$ cat config.mk
export PLATFORM = sky130hd
export DESIGN_NAME = errsig_top
export DESIGN_NICKNAME = d
export VERILOG_FILES = /design/src/rtl/errsig_pkg.sv /design/src/rtl/errsig_datapath.sv /design/src/rtl/errsig_ctrl.sv /design/src/rtl/errsig_vote.sv /design/src/rtl/errsig_top.sv
export SDC_FILE = /design/constraint.sdc
export NUM_CORES = 1
export LEC_CHECK = 0
export BUFFER_PORTS_ARGS = -buffer_cell sky130_fd_sc_hd__buf_2
export CORE_ASPECT_RATIO = 0.75
export CORE_MARGIN = 10
export CORE_UTILIZATION = 60
export CTS_CLUSTER_SIZE = 30
export DETAILED_ROUTE_END_ITERATION = 8
export HOLD_SLACK_MARGIN = 0.15
export PLACE_DENSITY = 0.79
export SLEW_MARGIN = 0
export SYNTH_ARGS = -nofsm -noshare
export SYNTH_HDL_FRONTEND = slang
export SYNTH_SLANG_ARGS = --single-unit
export TNS_END_PERCENT = 5
$ cat constraint.sdc
create_clock -name clk -period 39.7 [get_ports clk]
set_input_delay 7.94 -clock clk [delete_from_list [all_inputs] [get_ports clk]]
set_output_delay 7.94 -clock clk [all_outputs]
set_load 0.02 [all_outputs]
$ cat src/rtl/errsig_pkg.sv
package errsig_pkg;

  // strobes from control to datapath, one per accepted word pair
  typedef struct packed {
    logic load;   // first pair of a bin: overwrite accumulators
    logic accum;  // later pair of a bin: add to accumulators
  } accCtl_t;

  // bits needed to hold values 0..maxVal
  function automatic int bitsFor(input longint maxVal);
    int n;
    n = 1;
    while ((longint'(1) << n) <= maxVal) n++;
    return n;
  endfunction

endpackage

$ cat src/rtl/errsig_datapath.sv
module errsig_datapath
  import errsig_pkg::*;
#(
  parameter int WORD_W = 32,
  parameter int CNT_W  = 8,
  parameter int WGT_W  = 12
) (
  input  logic              clk,
  input  logic              rst,
  input  accCtl_t           ctl,
  input  logic [WORD_W-1:0] expWord,
  input  logic [WORD_W-1:0] measWord,
  output logic [CNT_W-1:0]  riseCount,
  output logic [CNT_W-1:0]  fallCount,
  output logic [WGT_W-1:0]  riseWeight,
  output logic [WGT_W-1:0]  fallWeight
);

  localparam int NDIR   = 2;  // 0 = rising, 1 = falling
  localparam int WCNT_W = bitsFor(longint'(WORD_W));
  localparam int WWGT_W = bitsFor(longint'(WORD_W) * longint'(WORD_W + 1) / 2);

  logic [WORD_W-1:0] flipMask [NDIR];
  logic [WCNT_W-1:0] wordCnt  [NDIR];
  logic [WWGT_W-1:0] wordWgt  [NDIR];
  logic [CNT_W-1:0]  accCnt   [NDIR];
  logic [WGT_W-1:0]  accWgt   [NDIR];

  // bitwise AND of the measured word against the expected word or its inverse
  assign flipMask[0] = measWord & ~expWord;
  assign flipMask[1] = ~measWord & expWord;

  for (genvar d = 0; d < NDIR; d++) begin : g_dir
    always_comb begin
      wordCnt[d] = WCNT_W'($countones(flipMask[d]));
      wordWgt[d] = '0;
      for (int i = 0; i < WORD_W; i++) begin
        if (flipMask[d][i]) wordWgt[d] = wordWgt[d] + WWGT_W'(i + 1);
      end
    end

    always_ff @(posedge clk) begin
      if (rst) begin
        accCnt[d] <= '0;
        accWgt[d] <= '0;
      end else if (ctl.load) begin
        accCnt[d] <= CNT_W'(wordCnt[d]);
        accWgt[d] <= WGT_W'(wordWgt[d]);
      end else if (ctl.accum) begin
        accCnt[d] <= accCnt[d] + CNT_W'(wordCnt[d]);
        accWgt[d] <= accWgt[d] + WGT_W'(wordWgt[d]);
      end
    end

    // every counted flip adds at least 1 and at most WORD_W to the weight
    assert_weight_floor_R3: assert property (@(posedge clk) disable iff (rst)
      longint'(accWgt[d]) >= longint'(accCnt[d]))
      else $error("weight below count, dir %0d", d);
    assert_weight_ceiling_R4: assert property (@(posedge clk) disable iff (rst)
      longint'(accWgt[d]) <= longint'(WORD_W) * longint'(accCnt[d]))
      else $error("weight above WORD_W*count, dir %0d", d);
  end

  // matching words produce no error of either kind
  assert_match_clean_R1: assert property (@(posedge clk) disable iff (rst)
    (expWord == measWord) |-> (wordCnt[0] == '0 && wordWgt[0] == '0))
    else $error("rising error on matching words");
  assert_match_clean_R2: assert property (@(posedge clk) disable iff (rst)
    (expWord == measWord) |-> (wordCnt[1] == '0 && wordWgt[1] == '0))
    else $error("falling error on matching words");

  assign riseCount  = accCnt[0];
  assign fallCount  = accCnt[1];
  assign riseWeight = accWgt[0];
  assign fallWeight = accWgt[1];

endmodule

$ cat src/rtl/errsig_ctrl.sv
module errsig_ctrl
  import errsig_pkg::*;
#(
  parameter int BIN_LEN = 5
) (
  input  logic    clk,
  input  logic    rst,
  input  logic    inValid,
  output logic    inReady,
  output accCtl_t ctl,
  output logic    binDone
);

  localparam int POS_W = (BIN_LEN > 1) ? $clog2(BIN_LEN) : 1;

  logic [POS_W-1:0] binPos;
  logic             accept;
  logic             lastInBin;
  logic             readyReg;

  assign accept    = inValid && readyReg;
  assign lastInBin = (int'(binPos) == BIN_LEN - 1);
  assign inReady   = readyReg;

  always_comb begin
    ctl.load  = accept && (binPos == '0);
    ctl.accum = accept && (binPos != '0);
  end

  always_ff @(posedge clk) begin
    if (rst) begin
      readyReg <= 1'b0;
      binPos   <= '0;
      binDone  <= 1'b0;
    end else begin
      readyReg <= 1'b1;
      binDone  <= accept && lastInBin;
      if (accept) binPos <= lastInBin ? '0 : binPos + 1'b1;
    end
  end

  assert_pos_range_R5: assert property (@(posedge clk) disable iff (rst)
    int'(binPos) < BIN_LEN)
    else $error("bin position out of range");
  assert_done_follows_accept_R5: assert property (@(posedge clk) disable iff (rst)
    binDone |-> $past(inValid && inReady))
    else $error("bin closed without an accepted pair");
  assert_ready_after_reset_R11: assert property (@(posedge clk) disable iff (rst)
    $past(!rst) |-> inReady)
    else $error("not ready after reset release");

endmodule

$ cat src/rtl/errsig_vote.sv
module errsig_vote
  import errsig_pkg::*;
#(
  parameter int BATCH_LEN = 3
) (
  input  logic clk,
  input  logic rst,
  input  logic flagValid,
  input  logic flagOutlier,
  output logic verdictValid,
  output logic verdictOutlier
);

  localparam int TAL_W = bitsFor(longint'(BATCH_LEN));

  logic [TAL_W-1:0] seenCnt;
  logic [TAL_W-1:0] outCnt;
  logic [TAL_W-1:0] outNext;
  logic             batchEnd;

  assign outNext  = outCnt + TAL_W'(flagOutlier);
  assign batchEnd = (int'(seenCnt) == BATCH_LEN - 1);

  always_ff @(posedge clk) begin
    if (rst) begin
      seenCnt        <= '0;
      outCnt         <= '0;
      verdictValid   <= 1'b0;
      verdictOutlier <= 1'b0;
    end else begin
      verdictValid <= 1'b0;
      if (flagValid) begin
        if (batchEnd) begin
          verdictValid   <= 1'b1;
          verdictOutlier <= (2 * int'(outNext)) > BATCH_LEN;
          seenCnt        <= '0;
          outCnt         <= '0;
        end else begin
          seenCnt <= seenCnt + 1'b1;
          outCnt  <= outNext;
        end
      end
    end
  end

  assert_verdict_follows_flag_R8: assert property (@(posedge clk) disable iff (rst)
    verdictValid |-> $past(flagValid))
    else $error("verdict without a flag");
  assert_tally_bound_R7: assert property (@(posedge clk) disable iff (rst)
    int'(outCnt) <= int'(seenCnt) && int'(seenCnt) < BATCH_LEN)
    else $error("vote tally out of range");

endmodule

$ cat src/rtl/errsig_top.sv
module errsig_top
  import errsig_pkg::*;
#(
  parameter int WORD_W    = 32,
  parameter int BIN_LEN   = 5,
  parameter int BATCH_LEN = 3,
  parameter int CNT_W     = bitsFor(longint'(BIN_LEN) * longint'(WORD_W)),
  parameter int WGT_W     = bitsFor(longint'(BIN_LEN) * longint'(WORD_W) * longint'(WORD_W + 1) / 2)
) (
  input  logic              clk,
  input  logic              rst,
  input  logic              inValid,
  output logic              inReady,
  input  logic [WORD_W-1:0] expWord,
  input  logic [WORD_W-1:0] measWord,
  output logic              binDone,
  output logic [CNT_W-1:0]  riseCount,
  output logic [CNT_W-1:0]  fallCount,
  output logic [WGT_W-1:0]  riseWeight,
  output logic [WGT_W-1:0]  fallWeight,
  input  logic              flagValid,
  input  logic              flagOutlier,
  output logic              verdictValid,
  output logic              verdictOutlier
);

  accCtl_t accCtl;

  errsig_ctrl #(.BIN_LEN(BIN_LEN)) u_ctrl (
    .clk(clk), .rst(rst), .inValid(inValid), .inReady(inReady),
    .ctl(accCtl), .binDone(binDone)
  );

  errsig_datapath #(.WORD_W(WORD_W), .CNT_W(CNT_W), .WGT_W(WGT_W)) u_dp (
    .clk(clk), .rst(rst), .ctl(accCtl), .expWord(expWord), .measWord(measWord),
    .riseCount(riseCount), .fallCount(fallCount),
    .riseWeight(riseWeight), .fallWeight(fallWeight)
  );

  errsig_vote #(.BATCH_LEN(BATCH_LEN)) u_vote (
    .clk(clk), .rst(rst), .flagValid(flagValid), .flagOutlier(flagOutlier),
    .verdictValid(verdictValid), .verdictOutlier(verdictOutlier)
  );

endmodule

==> results of run 1 <==
## cell families (layout without fill, tap and decap cells)
logic type / count (synthesis) / count (layout) / share of synthesized area [%]
compound gates: 676 / 676 / 23.54
xor+xnor: 376 / 376 / 19.46
fa+ha+maj: 208 / 208 / 14.96
buf+inv: 279 / 318 / 5.405
flops: 51 / 51 / 7.082
mux: 94 / 94 / 4.900
other cells: 0 / 4 / 0
simple gates: 1004 / 1004 / 24.65
## flip-flops by register name, summed over array words and instances, names as in the netlist
register	flops
u_dp.accWgt	24
u_dp.accCnt	16
u_ctrl.binPos	3
u_vote.outCnt	2
u_vote.seenCnt	2
u_ctrl.binDone	1
u_ctrl.inReady	1
u_vote.verdictOutlier	1
u_vote.verdictValid	1
## worst reg2reg max path: cells and delay by family, from the launching register on
family	cells	cell delay, ns
compound gates	9	1.79
flops	1	0.45
simple gates	2	0.14
xor+xnor	1	0.17
fa+ha+maj	1	0.33
## routing by layer
metal	track usage (%)	vias to the layer above	share of wire, %
li1	-	9748	-
met5	0	-	0
met2	42.76	783	45
met1	36.24	9529	46
met3	2.349	79	6.6
met4	6.535	0	2.2
## final cells by class
class	count	area (um2)
Multi-Input combinational cell	2358	17570
Clock buffer	7	163.9
Antenna cell	4	10.01
Timing Repair Buffer	117	598.1
Clock inverter	1	5.005
Fill cell	2944	11620
Sequential cell	51	1421
Inverter	193	724.4
Tap cell	442	553.0
## final timing paths
check / from / end
worst max-delay path: measWord[0] / u_dp.accWgt[0][11]
worst min register to register: u_ctrl.binPos[1] / u_ctrl.binPos[1]
worst min-delay path: u_ctrl.binPos[1] / u_ctrl.binPos[1]
worst max register to register: u_dp.accWgt[1][1] / u_dp.accWgt[1][11]
## metrics by stage
step	setup slack (ns)	area (um2)	hold WS, ns
global route	14.32	21040	0.5140
finish	15.70	21040	0.4803
CTS	15.92	21030	0.4851
global placement	16.57	20860	0.4620
detailed placement	15.68	20860	0.4753
floorplan	17.54	20070	0.4530
## cell usage after synthesis, types with 18 or more instances
library cell	number	area, um2
nand2_1	271	1017
nor2_1	240	900.9
xnor2_1	236	2067
inv_1	172	645.6
a21oi_1	167	835.8
ha_1	143	1789
o21ai_0	95	475.5
nand2b_1	91	569.3
nand3_1	88	440.4
xor2_1	88	770.7
nor3_1	82	410.4
mux2i_1	73	730.7
clkbuf_1	64	240.2
fa_1	56	1121
a21o_1	40	300.3
edfxtp_1	40	1201
a211oi_1	32	240.2
a31oi_1	32	200.2
and3_1	30	187.7
and2_1	29	181.4
nor2b_1	26	162.7
nor4_1	24	150.1
nand4_1	23	143.9
o211ai_1	22	165.2
o21ai_1	22	110.1
o31ai_1	21	157.7
xnor3_1	20	450.4
or3_1	19	118.9
o22ai_1	18	112.6
==> results by group, run 1 <==
Setup path
  • Crit Path Class: input port to register
  • Buf/Inv on CP: 2
  • CP max FO: 7
  • CP max stage delay: 0.51 ns
  • Largest delay share family, worst path: simple AND/OR/NAND/NOR gates
  • Worst path required time: 39.75 ns
  • Worst path depth: 68
  • Crit. End Element: register
  • Slowest CP cell: xnor2_1
  • R2R setup slack: 36.57 ns
  • Critical Path AT: 24.05 ns
  • R2r worst-path depth: 13
  • Cell repeated most along the worst path: ha_1
  • CP startpoint kind: input port

STA
  • Slew of the pin with the lowest slew margin: 1.143 ns
  • Setup_tns: 0 ns
  • Unrepaired setup endpoints after global routing: false
  • Clock Skew: 0.008380 ns
  • Max Clock Freq: 0.04167 GHz
  • Final Cycle Share: 60.45%
  • Final hold vios: 0
  • Fin crit period: 24.00 ns
  • Final setup vio count: 0
  • Slew Limit Fails: 0
  • Slew margin rel.: 23.25%

Clock network
  • Htree depth: 2
  • CTS tree: built
  • Worst skew pair latency: 0.31 ns
  • # resized after CTS: 0
  • Root Driver: clkbuf_16
  • Total setup buffers inserted after CTS: 0
  • Hold Buf Count CTS: 0
  • CTS sink count: 51
  • Max Buffers Root-to-Sink: 2
  • CTS clk-pin slew, worst paths: 0.07 ns
  • CTS Buf Count: 5

Synthesis
  • Register bit count reported by yosys: 51
  • Unique masters post-synth: 126
  • Synth Warn #: 0
  • Syn avg cell area: 7.466 um2
  • Syn nets: 2,956
  • Seq/Total Area, Yosys: 7.082%
  • Synthesized area: 0.02007 mm2
  • Ys flop type: edfxtp_1
  • Ys async rst share: 0%
  • Post-synth EDFFs: 40
  • Mapped Cells: 2,688

Global routing
  • Largest net degree at the start of global routing: 41
  • Gr ovfl total: 0
  • Antenna violations before repair: 4
  • Vias in the first global route: 19,053
  • GRT Overall Usage: 26.08%
  • First-pass GRT wire length: 92,480 um

Die
  • CORE AREA: 0.03266 mm2
  • Initial Utilization: 61.44%
  • # rows: 57
  • Die ar.: 0.04124 mm2
  • Die Wd: 231.2 um
  • IO Pins: 113
  • Die height: 178.4 um

Cells and area
  • Final #Nets: 2,994
  • Final std cells w/o fill: 3,173
  • Post-Route Utilization: 64.42%
  • Layout area overhead: 4.844%
  • Most frequent cells in the layout: nand2_1, nor2_1, xnor2_1
  • Fraction of layout cells with a size suffix above 1: 8.764%
  • Commonest non-fill, non-tap cell in the layout: nand2_1

Placement
  • Placed cell count: 3,161
  • Input/output buffers: 112
  • Detailed placement HPWL: 46,190 um
  • Routability cong.: 0.9557

Drt
  • Final wirelength: 56,190 um
  • Residual DRC: 0
  • Vias per cell: 6.347
  • WL per Instance: 17.71 um
  • Detail Route Antenna Nets: 0
  • Via count: 20,139
  • Iteration count of the initial detailed-routing pass: 6
  • DRT iter0 DRCs: 2,062

Min path
  • Hold-critical path depth: 2
  • Hold Path Class: register to register

Flow run
  • MaxCap Viol Count: 0

Run status
  • Outcome: finished, final reports clean
Power of run 1 is not shown: default switching activity piles up to over one toggle a cycle in this logic, so the estimate is an artifact.
==> inputs of run 2 (changes only) <==
--- a/config.mk
+++ b/config.mk
@@ -5,6 +5,7 @@
 export SDC_FILE = /design/constraint.sdc
 export NUM_CORES = 1
 export LEC_CHECK = 0
+export ABC_AREA = 1
 export BUFFER_PORTS_ARGS = -buffer_cell sky130_fd_sc_hd__buf_2
 export CORE_ASPECT_RATIO = 0.75
 export CORE_MARGIN = 10
==> constraint.sdc (replaced) <==
create_clock -name clk -period 25 [get_ports clk]
set_input_delay 5 -clock clk [delete_from_list [all_inputs] [get_ports clk]]
set_output_delay 5 -clock clk [all_outputs]
set_load 0.02 [all_outputs]
==> run 2 against run 1 <==
  * Non-clock buffer count decreased by 3
  * Critical endpoint is now u_dp.accWgt[1][11]
  * Clock skew increased by 0.0055 ns
  * Worst hold slack improved by 0.0024 ns
==> results by group, run 2 <==
Global routing
  • First-pass GRT wire length: 80,690 um
  • Vias in the first global route: 18,532
  • Antenna violations before repair: 2
  • GRT Overall Usage: 23.64%
  • Gr ovfl total: 0
  • Largest net degree at the start of global routing: 36

Synthesis
  • Yosys top cell area share: 17.37%
  • Post-synthesis mux area share: 0.05293%
  • Synth Warn #: 0
  • Register bit count reported by yosys: 51
  • Synth top area cells: nand2_1, inv_1, ha_1
  • XOR/XNOR share of the synthesized area: 5.247%
  • Synthesized area: 0.01891 mm2
  • Compound-Gate Fraction of Synth Area: 6.497%
  • Syn avg cell area: 5.934 um2
  • Post-synthesis adder-cell area fraction: 15.39%
  • Ys flop type: edfxtp_1
  • Ys async rst share: 0%
  • Synth Area in Simple Gates: 52.90%
  • Syn nets: 3,455
  • Seq/Total Area, Yosys: 7.516%
  • Post-synth top cells: nand2_1, inv_1, nand3_1, nor2_1, nand2_2
  • Biggest area consumer among synthesized cells: nand2_1
  • Post-synth EDFFs: 40
  • Mapped Cells: 3,187
  • Unique masters post-synth: 62
  • Most frequent cell after synthesis: nand2_1
  • Largest family of logic cells by synthesized area: simple AND/OR/NAND/NOR gates

Clock network
  • CTS tree: built
  • CTS Buf Count: 5
  • Root Driver: clkbuf_16
  • Htree depth: 2
  • CTS clk-pin slew, worst paths: 0.08 ns
  • Worst skew pair latency: 0.31 ns
  • Total setup buffers inserted after CTS: 0
  • CTS sink count: 51
  • # resized after CTS: 0
  • Max Buffers Root-to-Sink: 2
  • Hold Buf Count CTS: 0

Cells and area
  • Commonest non-fill, non-tap cell in the layout: nand2_1
  • Top flop regs: u_dp.accWgt: 24 flops, u_dp.accCnt: 16 flops, u_ctrl.binPos: 3 flops
  • Layout area overhead: 6.391%
  • Fraction of layout cells with a size suffix above 1: 20.59%
  • Max reg flops: 24
  • Final #Nets: 3,569
  • Post-route cell area: 0.02012 mm2
  • Most frequent cells in the layout: nand2_1, inv_1, nand3_1
  • Largest Register: u_dp.accWgt

Setup path
  • Slowest CP cell: o21ai_0
  • Buf/Inv on CP: 21
  • CP startpoint kind: input port
  • Crit Path Class: input port to register
  • R2r worst-path depth: 18
  • Critical Path AT: 19.06 ns
  • CP max FO: 4
  • Largest delay share family, worst path: adder cells
  • R2R setup slack: 22.00 ns
  • Crit. End Element: register
  • Cell repeated most along the worst path: inv_1
  • Worst R2R Start: u_dp.accWgt[0][2]
  • R2R Path End: u_dp.accWgt[0][11]
  • Worst path required time: 25.16 ns
  • CP max stage delay: 0.36 ns

Power and ir drop
  • Maximum VDD drop: 0.07034 mV
  • Leakage: 11.49 nW
  • PD cells: 115.9 mW/mm2

Die
  • # rows: 56
  • Initial Utilization: 60.65%
  • Die height: 173.7 um
  • Die Wd: 225.0 um
  • CORE AREA: 0.03118 mm2
  • Die ar.: 0.03909 mm2
  • IO Pins: 113

Placement
  • Routability cong.: 0.9217
  • Placed cell area: 0.01994 mm2
  • Input/output buffers: 112
  • Detailed placement HPWL: 40,910 um

Drt
  • Detail Route Antenna Nets: 0
  • WL per Instance: 12.70 um
  • Iteration count of the initial detailed-routing pass: 6
  • DRT iter0 DRCs: 1,457
  • Vias per cell: 5.306
  • WL met3: 2195 um
  • Met2 wire length: 22,300 um
  • Via count: 19,687
  • M1 WL: 21,950 um
  • Final wirelength: 47,100 um
  • Uppermost layer routed: met4
  • Residual DRC: 0

Min path
  • Hold Path Class: register to register
  • Hold-critical path depth: 2
  • Hold_sp: u_vote.seenCnt[1]
  • Hold Path End: u_vote.seenCnt[1]

STA
  • Slew of the pin with the lowest slew margin: 1.066 ns
  • Final hold vios: 0
  • Fin crit period: 18.90 ns
  • Max Clock Freq: 0.05292 GHz
  • Slew margin rel.: 28.48%
  • Clock Skew: 0.01389 ns
  • Unrepaired setup endpoints after global routing: false
  • Setup_tns: 0 ns
  • Final setup vio count: 0
  • Final Cycle Share: 75.58%
  • Slew Limit Fails: 0

Flow run
  • MaxCap Viol Count: 0

Run status
  • Outcome: finished, final reports clean
run 2: cell types whose count changed after synthesis, sizes merged, moves of 75 or more:
cell	delta
a21oi	-115
inv	+411
mux2i	-75
nand2	+850
nand2b	-91
nand3	+339
nor2	+83
xnor2	-236
run 2: logic make-up (layout without fill, tap and decap cells):
group                      Yosys count  after routing
adders and majority gates          199            199
buffers and inverters              612            727
xor gates and xnor gates            97             97
DFF                                 51             51
muxes                                1              1
other                                0              2
and+or+nand+nor                   2016           2016
AOI/OAI and AO/OA                  211            211
run 2: final cells by class:
| type | count | area (um2) |
|---|---|---|
| tap | 406 | 508.0 |
| multi-input combinational | 2524 | 15150 |
| antenna | 2 | 5.005 |
| sequential | 51 | 1421 |
| clock inverter | 3 | 46.29 |
| fill | 2903 | 11060 |
| timing repair buffer | 114 | 575.6 |
| inverter | 605 | 2291 |
| clock buffer | 5 | 125.1 |
run 2: routing by layer:
layer | vias up | global-route usage [%]
met5 | - | 0
met4 | 0 | 4.524
met3 | 47 | 1.167
met2 | 485 | 41.65
met1 | 8843 | 31.33
li1 | 10312 | -
run 2: where the power goes:
part,internal (W),switching [W],leakage (nW),total [W]
combinational,0.000749,0.00138,10.9,0.00213
sequential,0.000110,0.0000110,0.517,0.000121
clock,0.0000477,0.0000346,0.0804,0.0000823
total,0.000907,0.00143,11.5,0.00233
run 2: how the worst max path moves through the flow:
stage                         endpoint  startpoint  slack [ns]  cells past startpoint
finish              u_dp.accWgt[1][11]  expWord[1]        6.10                     82
global route        u_dp.accWgt[1][11]  expWord[0]        4.68                     82
CTS                 u_dp.accWgt[1][11]  expWord[1]        6.26                     82
detailed placement  u_dp.accWgt[1][11]  expWord[1]        6.00                     82
global placement    u_dp.accWgt[1][11]  expWord[1]        6.75                     82
floorplan           u_dp.accWgt[1][11]  expWord[1]        7.65                     80
run 2: per-stage QoR:
step	worst slack (ns)	total power [W]	hold WS, ns	std cells	util (%)
2_1_floorplan	7.648	0.001863	0.4410	3187	-
3_3_place_gp	6.752	0.002120	0.4577	3700	63.96
3_5_place_dp	5.999	0.002228	0.4715	3700	63.96
4_1_cts	6.255	0.002321	0.4833	3708	64.51
5_1_grt	4.681	0.002651	0.5191	3710	64.53
6_report	6.105	0.002332	0.4827	3710	64.53
run 2: worst register-to-register path: stages, from the launching register on:
cell and delay, ns:
edfxtp_1 0.40, ha_1 0.36, a21oi_1 0.19, inv_1 0.06
a31oi_1 0.14, inv_1 0.07, nand2_1 0.08, nand2_1 0.06
a21oi_1 0.18, or2_2 0.15, nand2_1 0.05, a21oi_1 0.16
nor2_1 0.08, nor2_1 0.09, nor2_1 0.05, o21ai_0 0.21
a21boi_0 0.18, o21ai_0 0.17, a21oi_1 0.07
No activity file was read; power rests on OpenSTA's default activity.
